## config.mk

```make
export PLATFORM = sky130hd
export DESIGN_NAME = rl_operand_cache
export DESIGN_NICKNAME = d
export VERILOG_FILES = /design/src/rtl/rl_pkg.sv /design/src/rtl/rl_store.sv /design/src/rtl/rl_ctrl.sv /design/src/rtl/rl_operand_cache.sv
export SDC_FILE = /design/constraint.sdc
export NUM_CORES = 1
export LEC_CHECK = 0
export ABC_AREA = 1
export ABC_CLOCK_PERIOD_IN_PS = 3630
export BUFFER_PORTS_ARGS = -buffer_cell sky130_fd_sc_hd__buf_4
export CAP_MARGIN = 20
export CORE_MARGIN = 2
export CORE_UTILIZATION = 45
export DETAILED_ROUTE_END_ITERATION = 12
export SETUP_SLACK_MARGIN = 0.4
export SYNTH_ARGS = -nofsm -noshare
export SYNTH_HDL_FRONTEND = slang
export SYNTH_SLANG_ARGS = --single-unit
```

## constraint.sdc

```tcl
create_clock -name clk -period 3.63 [get_ports clk]
set_input_delay 0.5445 -clock clk [delete_from_list [all_inputs] [get_ports clk]]
set_output_delay 0.5445 -clock clk [all_outputs]
set_load 0.005 [all_outputs]
```

## src/rtl/rl_pkg.sv

```systemverilog
package rl_pkg;
  // Widest entry index supported (16 entries)
  localparam int IDX_MAX_W = 4;

  // Strobes from control to the storage datapath
  typedef struct packed {
    logic                 wrEn;
    logic                 clrAll;
    logic [IDX_MAX_W-1:0] wrIdx;
  } rl_strobe_t;
endpackage

```

## src/rtl/rl_store.sv

```systemverilog
module rl_store
  import rl_pkg::*;
#(
  parameter int ENTRIES  = 8,
  parameter int RD_PORTS = 2,
  parameter int TAG_W    = 6,
  parameter int DATA_W   = 32
) (
  input  logic                         clk,
  input  logic                         rstN,
  input  rl_strobe_t                   strobe,
  input  logic [TAG_W-1:0]             wrTag,
  input  logic [DATA_W-1:0]            wrData,
  input  logic [RD_PORTS-1:0]          rdValid,
  input  logic [RD_PORTS*TAG_W-1:0]    rdTag,
  output logic [ENTRIES-1:0]           validVec,
  output logic [ENTRIES-1:0]           wrMatch,
  output logic [RD_PORTS*ENTRIES-1:0]  rdMatch,
  output logic [RD_PORTS-1:0]          rdHit,
  output logic [RD_PORTS*DATA_W-1:0]   rdData
);
  logic [TAG_W-1:0]  tagArr  [ENTRIES];
  logic [DATA_W-1:0] dataArr [ENTRIES];

  for (genvar e = 0; e < ENTRIES; e++) begin : g_ent
    logic              vld;
    logic [TAG_W-1:0]  tg;
    logic [DATA_W-1:0] dt;
    logic              sel;

    assign sel = strobe.wrEn && (strobe.wrIdx == IDX_MAX_W'(e));

    always_ff @(posedge clk or negedge rstN) begin
      if (!rstN)              vld <= 1'b0;
      else if (strobe.clrAll) vld <= 1'b0;
      else if (sel)           vld <= 1'b1;
    end

    always_ff @(posedge clk) begin
      if (sel) begin
        tg <= wrTag;
        dt <= wrData;
      end
    end

    assign validVec[e] = vld;
    assign tagArr[e]   = tg;
    assign dataArr[e]  = dt;
    assign wrMatch[e]  = vld && (tg == wrTag);
  end

  for (genvar p = 0; p < RD_PORTS; p++) begin : g_port
    logic [TAG_W-1:0]   qTag;
    logic [ENTRIES-1:0] match;
    logic [DATA_W-1:0]  picked;
    logic               bypass;

    assign qTag = rdTag[p*TAG_W +: TAG_W];

    always_comb begin
      picked = '0;
      for (int e = 0; e < ENTRIES; e++) begin
        match[e] = rdValid[p] && validVec[e] && (tagArr[e] == qTag);
        if (match[e]) picked = picked | dataArr[e];
      end
    end

    assign bypass = strobe.wrEn && rdValid[p] && (qTag == wrTag);
    assign rdMatch[p*ENTRIES +: ENTRIES] = match;
    assign rdHit[p] = bypass || (|match);
    assign rdData[p*DATA_W +: DATA_W] = bypass ? wrData : picked;
  end
endmodule

```

## src/rtl/rl_ctrl.sv

```systemverilog
module rl_ctrl
  import rl_pkg::*;
#(
  parameter int ENTRIES  = 8,
  parameter int RD_PORTS = 2,
  parameter int USE_LRU  = 0
) (
  input  logic                        clk,
  input  logic                        rstN,
  input  logic                        flush,
  input  logic                        wbValid,
  input  logic                        wbSoonShort,
  input  logic [ENTRIES-1:0]          validVec,
  input  logic [ENTRIES-1:0]          wrMatch,
  input  logic [RD_PORTS*ENTRIES-1:0] rdMatch,
  output rl_strobe_t                  strobe
);
  localparam int IDX_W = (ENTRIES > 1) ? $clog2(ENTRIES) : 1;

  function automatic logic [IDX_W-1:0] firstSet(input logic [ENTRIES-1:0] v);
    firstSet = '0;
    for (int i = ENTRIES - 1; i >= 0; i--)
      if (v[i]) firstSet = IDX_W'(i);
  endfunction

  logic             shortQ;
  logic             accept;
  logic             hitOld;
  logic [IDX_W-1:0] victimIdx;
  logic [IDX_W-1:0] wrIdx;

  // Flag arrives a cycle ahead of its writeback
  always_ff @(posedge clk or negedge rstN) begin
    if (!rstN) shortQ <= 1'b0;
    else       shortQ <= wbSoonShort;
  end

  assign accept = wbValid && !shortQ && !flush;
  assign hitOld = |wrMatch;
  assign wrIdx  = hitOld ? firstSet(wrMatch) : victimIdx;

  always_comb begin
    strobe        = '0;
    strobe.wrEn   = accept;
    strobe.clrAll = flush;
    strobe.wrIdx  = IDX_MAX_W'(wrIdx);
  end

  if (USE_LRU == 0) begin : g_fifo
    logic [IDX_W-1:0] ptrQ;
    logic             unusedSig;

    always_ff @(posedge clk or negedge rstN) begin
      if (!rstN)                  ptrQ <= '0;
      else if (flush)             ptrQ <= '0;
      else if (accept && !hitOld) ptrQ <= (ptrQ == IDX_W'(ENTRIES - 1)) ? '0 : ptrQ + 1'b1;
    end

    assign victimIdx = ptrQ;
    assign unusedSig = ^{rdMatch, validVec};
  end else begin : g_lru
    logic [IDX_W-1:0] ageQ [ENTRIES];
    logic             touch;
    logic [IDX_W-1:0] touchIdx;
    logic [IDX_W-1:0] touchAge;
    logic [IDX_W-1:0] oldIdx;

    always_comb begin
      touch    = 1'b0;
      touchIdx = '0;
      if (flush) begin
        touch = 1'b0;
      end else if (accept) begin
        touch    = 1'b1;
        touchIdx = wrIdx;
      end else begin
        for (int p = RD_PORTS - 1; p >= 0; p--) begin
          if (|rdMatch[p*ENTRIES +: ENTRIES]) begin
            touch    = 1'b1;
            touchIdx = firstSet(rdMatch[p*ENTRIES +: ENTRIES]);
          end
        end
      end
    end

    always_comb begin
      oldIdx = '0;
      for (int e = 0; e < ENTRIES; e++)
        if (ageQ[e] == IDX_W'(ENTRIES - 1)) oldIdx = IDX_W'(e);
    end

    assign touchAge  = ageQ[touchIdx];
    assign victimIdx = (&validVec) ? oldIdx : firstSet(~validVec);

    for (genvar e = 0; e < ENTRIES; e++) begin : g_age
      logic [IDX_W-1:0] ageR;
      always_ff @(posedge clk or negedge rstN) begin
        if (!rstN) ageR <= IDX_W'(e);
        else if (touch) begin
          if (touchIdx == IDX_W'(e)) ageR <= '0;
          else if (ageR < touchAge)  ageR <= ageR + 1'b1;
        end
      end
      assign ageQ[e] = ageR;
    end
  end
endmodule

```

## src/rtl/rl_operand_cache.sv

```systemverilog
module rl_operand_cache
  import rl_pkg::*;
#(
  parameter int ENTRIES  = 8,
  parameter int RD_PORTS = 2,
  parameter int TAG_W    = 6,
  parameter int DATA_W   = 32,
  parameter int USE_LRU  = 0
) (
  input  logic                       clk,
  input  logic                       rstN,
  input  logic                       flush,
  input  logic                       wbSoonShort,
  input  logic                       wbValid,
  input  logic [TAG_W-1:0]           wbTag,
  input  logic [DATA_W-1:0]          wbData,
  input  logic [RD_PORTS-1:0]        rdValid,
  input  logic [RD_PORTS*TAG_W-1:0]  rdTag,
  output logic [RD_PORTS-1:0]        rdHit,
  output logic [RD_PORTS*DATA_W-1:0] rdData
);
  rl_strobe_t                  strobe;
  logic [ENTRIES-1:0]          validVec;
  logic [ENTRIES-1:0]          wrMatch;
  logic [RD_PORTS*ENTRIES-1:0] rdMatch;

  rl_ctrl #(
    .ENTRIES(ENTRIES), .RD_PORTS(RD_PORTS), .USE_LRU(USE_LRU)
  ) u_ctrl (
    .clk(clk), .rstN(rstN), .flush(flush), .wbValid(wbValid),
    .wbSoonShort(wbSoonShort), .validVec(validVec), .wrMatch(wrMatch),
    .rdMatch(rdMatch), .strobe(strobe)
  );

  rl_store #(
    .ENTRIES(ENTRIES), .RD_PORTS(RD_PORTS), .TAG_W(TAG_W), .DATA_W(DATA_W)
  ) u_store (
    .clk(clk), .rstN(rstN), .strobe(strobe), .wrTag(wbTag), .wrData(wbData),
    .rdValid(rdValid), .rdTag(rdTag), .validVec(validVec), .wrMatch(wrMatch),
    .rdMatch(rdMatch), .rdHit(rdHit), .rdData(rdData)
  );
endmodule

```

# --- Word level (Yosys, flattened, before mapping) ---
# Index checks and enable logic that the tools add are counted.
word_totals:
  out_inout_bits: 66
  reg_bits: 316
  word_cells: 194
  inputBits: 57
op_classes:
  addsub: 1
  bitwise_logic: 14
  mux: 46
  reduce_logical: 73
  n_eq_ne: 34
ops:
  columns: ["operator", "n"]
  rows:
  - ["2-to-1 mux 32 bit", 18]
  - ["OR 32 bit", 14]
  - ["equality test 6 bit", 26]
  - ["logical AND 1 bit", 55]
  - ["2-to-1 mux 3 bit", 12]
  - ["OR reduction 8 bit", 3]
  - ["nonzero test 2 bit", 9]
  - ["2-to-1 mux 1 bit", 16]
  - ["equality test 3 bit (second input constant)", 5]
  - ["equality test 3 x 2 -> 1 bit (second input constant)", 2]
  - ["logical NOT 4 bit", 1]
  - ["adder 3 x 1 -> 3 bit (second input constant)", 1]
  - ["equality test 3 x 1 -> 1 bit (second input constant)", 1]
  - ["logical NOT 1 bit", 3]
  - ["logical OR 1 bit", 2]

# --- Longest topological paths before layout ---
depth:
  depth_word: 18
  ltp_mapped: 18

# --- Modules after synthesis ---
# Synthesis repeated with hierarchy kept, for this count alone.
unflattened:
  cells_unflattened: 2342
  hier_area_um2: 18953.2
by_module_without_submodules:
  columns: ["mod", "cells_per_inst", "n_inst", "area_each_um2"]
  rows:
  - ["rl_store", 2290, 1, 18589.1]
  - ["rl_ctrl", 52, 1, 364.1]

# --- Least setup slack after synthesis ---
# No wires, ideal clock.
synth_path:
  path_type: "input to register"
  start: "input port wbTag[0]"
  end: "register u_store.g_ent[4].dt[0], enable pin"
  setup_ns: 0.393
  n_path_buf: 2
  path_slack_ns: 0.745
  required_time_ns: 3.237
  arrival_ns: 2.492
  stages: 13
  path_cell_list: "buf_4 inv_2 buf_6 nor2_1 nor2_1 nand2_1 o21ai_1 nor2_2 nand2_1 nand2_1 nor2_2 nand4_1 inv_1"
synth_via:
  elab_chain_cells: 13
  elab_cells_between_ends: 28
  classes_between: "eq/ne: 9; mux: 9; reduce/logical: 10"
synth_lines:
  columns: ["element", "line", "text"]
  rows:
  - ["from (decl)", "rl_operand_cache.sv:15", "input logic [TAG_W-1:0] wbTag,"]
  - ["equality test 6 bit", "rl_store.sv:49", "assign wrMatch[e] = vld && (tg == wrTag);"]
  - ["logical AND 1 bit", "rl_store.sv:49", null]
  - ["2-to-1 mux 3 bit (8 in series)", "rl_ctrl.sv:23", "if (v[i]) firstSet = IDX_W'(i);"]
  - ["2-to-1 mux 3 bit (*)", "rl_ctrl.sv:40", "assign wrIdx = hitOld ? firstSet(wrMatch) : victimIdx;"]
  - ["equality test 3 bit (*)", "rl_store.sv:31", "assign sel = strobe.wrEn && (strobe.wrIdx == IDX_MAX_W'(e));"]
  - ["logical AND 1 bit (*)", "rl_store.sv:31", null]
  - ["via u_store.g_ent[4].sel", "rl_store.sv:29", "logic sel;"]
  - ["to (signal assigned)", "rl_store.sv:42", "dt <= wrData;"]
  - ["to (decl)", "rl_store.sv:28", "logic [DATA_W-1:0] dt;"]
# The timed path passes the listed nets; every way through them passes the cells marked *.
# A chain may end at the register's enable or synchronous reset.

# --- Worst setup path in the final report ---
layout_path:
  start: "register u_store.g_ent[5].tg[4]"
  end: "output port rdData[59]"
layout_via:
  elab_chain_cells: 8
layout_lines:
  columns: ["element", "line", "text"]
  rows:
  - ["from (decl)", "rl_store.sv:27", "logic [TAG_W-1:0] tg;"]
  - ["from (signal assigned)", "rl_store.sv:41", "tg <= wrTag;"]
  - ["equality test 6 bit (*)", "rl_store.sv:63", "match[e] = rdValid[p] && validVec[e] && (tagArr[e] == qTag);"]
  - ["logical AND 1 bit (*)", "rl_store.sv:63", null]
  - ["2-to-1 mux 32 bit (*)", "rl_store.sv:64", "if (match[e]) picked = picked | dataArr[e];"]
  - ["OR 32 bit", "rl_store.sv:64", null]
  - ["2-to-1 mux 32 bit (*)", "rl_store.sv:64", null]
  - ["OR 32 bit", "rl_store.sv:64", null]
  - ["2-to-1 mux 32 bit (*)", "rl_store.sv:64", null]
  - ["2-to-1 mux 32 bit (*)", "rl_store.sv:71", "assign rdData[p*DATA_W +: DATA_W] = bypass ? wrData : picked;"]
  - ["to (decl)", "rl_operand_cache.sv:20", "output logic [RD_PORTS*DATA_W-1:0] rdData"]
# Mark *: on every way between the ends. The rest lies on a longest branch, timed or not.

==> key figures <==
STA
  – Worst-margin pin slew: 0.436 ns
  – RSZ-0062 raised after global routing: true
  – Final worst-path cycle share: 89.3%
  – Final setup vio count: 0
  – Final slew viol count: 0
  – Final hold vios: 0
  – Max_slew headroom: 70.9%
  – PnR worst setup slack: 0.388 ns
  – Skew final: 0.0210 ns
  – Achievable Freq: 0.308 GHz
  – Setup_tns: 0 ns
  – Fin crit period: 3.24 ns

Placed design
  – PortBufs: 122
  – Cells after DPL: 2788
  – Post-Place Worst Slack: 0.308 ns
  – Post-DP HPWL: 42.9 mm
  – GP Congestion: 0.953

Synthesis
  – Number of enable flip-flop cells after synthesis: 304
  – Synth Flop Type: edfxtp_1
  – Netlist cell types: 49
  – Register bit total from synthesis: 316
  – Yosys Warn Count: 0
  – Sequential area share after synthesis: 52.7%
  – Post-synthesis cell count: 2145
  – Syn avg cell area: 8.34 sq um
  – Synth async-reset ratio: 3.80%
  – Mapped Area: 0.0179 sq mm
  – Syn_nets: 2204

Clocking
  – TritonCTS clock tree: built
  – Cts bufs inserted: 38
  – Clock buffer depth: 3
  – Clock Latency Late Sink: 0.58 ns
  – Clk slew on worst S/H paths: 0.06 ns
  – Root Buffer: clkbuf_16
  – Clk sinks: 316
  – H-tree levels: 2

Cells and area
  – Fill count: 3629
  – Area delta synth->final: 20.3%
  – Commonest cells after routing, fill and taps aside: nand2_1 (678), edfxtp_1 (304), nor2_1 (255), inv_1 (232), buf_4 (202)
  – Layout cells sized above 1: 17.5%
  – N_diodes: 0
  – Most common cell after layout, fill and taps aside: nand2_1
  – Final Non-Filler Cells: 2903
  – Nets: 2408

Setup path
  – Crit-path max cell delay: 0.50 ns
  – Crit start category: flop
  – Worst EP required: 3.09 ns
  – CP max-delay cell: edfxtp_1
  – Max FO, Critical Path: 20
  – Kind of critical path: reg -> out
  – CP cell instances: xor2_2, a221oi_2, buf_6, nand4_1, nand3_1, nor2_1, a21oi_1, buf_4
  – Crit path DAT: 2.70 ns
  – Crit. End Element: output pin

Routing
  – Vias after detailed routing: 16600
  – Initial DRC count: 1947
  – DRT Wirelength: 67.1 mm
  – Drt pass-1 iters: 8
  – WL/cell: 23.1 um
  – ANT nets after route: 0
  – DR DRC count: 0
  – Via density: 5.73

Global routing
  – Vias in the first global route: 16000
  – Grt total ovfl: 0
  – Initial antenna violation count: 2
  – First-pass GRT wire length: 97.9 mm
  – Tot GR Track Use: 32.1%
  – Largest net degree at the start of global routing: 39

Floorplan
  – Chip width: 203 um
  – Row cnt: 73
  – Die area: 0.0414 sq mm
  – Die height: 203 um
  – Starting Density: 45.3%
  – IO Count: 123
  – Core ar.: 0.0395 sq mm

Job
  – Max cap viols: 0

Pwr
  – Leakage: 9.55 nW
  – Power Density: 382 mW/mm^2
  – Maximum vdd ir drop: 0.347 mV

Run status
  – Status: complete, no violations

Min path
  – Tightest Hold Check Type: in -> reg
## kinds of logic after synthesis
kind of cell    after synthesis  share of synthesized area [%]
xor+xnor                     32                           1.57
fa+ha+maj                     2                          0.140
compound gates              215                           6.78
simple gates               1228                           30.0
buf+inv                     352                           8.86
flops                       316                           52.7
## Yosys cell counts (all sizes together) (12+ instances only)
| cell | count | area [sq um] |
|---|---|---|
| nand2 | 694 | 2630 |
| edfxtp | 304 | 9130 |
| inv | 273 | 1030 |
| nor2 | 262 | 1010 |
| nand3 | 112 | 576 |
| o21ai | 100 | 500 |
| buf | 68 | 513 |
| a21oi | 54 | 278 |
| nand4 | 54 | 338 |
| nor3 | 38 | 216 |
| xor2 | 30 | 263 |
| nand3b | 28 | 210 |
| o22ai | 25 | 156 |
| a211oi | 16 | 125 |
| nor4 | 16 | 203 |
| o211ai | 14 | 105 |
| dfrtp | 12 | 300 |
## layer usage
layer  vias up  part of all wire (%)  track usage (%)
li1       7474                     -                -
met1      7871                    39             42.4
met2      1071                    45             50.0
met3       216                    11             6.50
met4         4                   4.8             16.7
met5         -                 0.045                0
## state kept, by name, indices dropped and copies added (netlist names)
signal              flops
u_store.g_ent.vld       8
u_store.g_ent.dt      256
u_ctrl.g_fifo.ptrQ      3
u_store.g_ent.tg       48
u_ctrl.shortQ           1
## power breakdown
group,switching (W),internal (W)
combinational,0.000337,0.000133
clock,0.00159,0.00214
sequential,0.0000143,0.00402
## area by class of cell
| cell class | instances | area (sq um) | share of cell area, % |
|---|---|---|---|
| inverter | 277 | 1090 | 5.08 |
| clock inverter | 16 | 166 | 0.773 |
| timing repair buffer | 238 | 2100 | 9.77 |
| tap | 525 | 657 | 3.05 |
| timing repair inverter | 1 | 5.00 | 0.0232 |
| clock buffer | 53 | 1030 | 4.77 |
| sequential | 316 | 9430 | 43.8 |
| multi-input combinational | 1477 | 7040 | 32.7 |
## final timing paths
kind | from | end | slack (ns) | cells after the start
setup / recovery | u_store.g_ent[5].tg[4]$_DFFE_PP_ | rdData[59] | 0.39 | 8
hold / removal | wbSoonShort | u_ctrl.shortQ$_DFF_PN0_ | 0.08 | 1
setup reg to reg | u_store.g_ent[5].tg[2]$_DFFE_PP_ | u_store.g_ent[6].tg[3]$_DFFE_PP_ | 0.77 | 13
hold reg to reg | u_ctrl.g_fifo.ptrQ[0]$_DFFE_PN0P_ | u_ctrl.g_fifo.ptrQ[0]$_DFFE_PN0P_ | 0.55 | 1
max in group asynchronous | rstN | u_store.g_ent[6].vld$_DFFE_PN0P_ | 3.10 | 2
min in group asynchronous | rstN | u_ctrl.g_fifo.ptrQ[0]$_DFFE_PN0P_ | 0.35 | 2
## critical path: cells and delay by family, from the launching register on
family / cells / cell delay (ns)
AO/OA/AOI/OAI: 2 / 0.61
buffers and inverters: 2 / 0.51
flip-flops: 1 / 0.50
AND/OR/NAND/NOR: 3 / 0.29
XOR/XNOR: 1 / 0.20
## timing repair
item | 4_1_cts | 5_1_grt
pin swaps | 5 | 21
buffers inserted | 8 | 34
setup endpoints to repair | 55 | 65
hold buffers | 1 | 0
endpoints found under the hold margin | 12 | 0
gates resized for setup | 19 | 76
gates cloned | 0 | 3
## through the flow
stage	instance area, sq um	utilization, %	hold WS (ns)	power (W)
4_1_cts	21000	53.1	0.0651	0.00823
5_1_grt	21500	54.6	0.0737	0.00843
3_5_place_dp	19600	49.7	0.402	0.00455
2_1_floorplan	17900	-	0.249	0.00434
6_report	21500	54.6	0.0767	0.00823
3_3_place_gp	19600	49.7	0.397	0.00455
(Power assumes the default switching activity.)
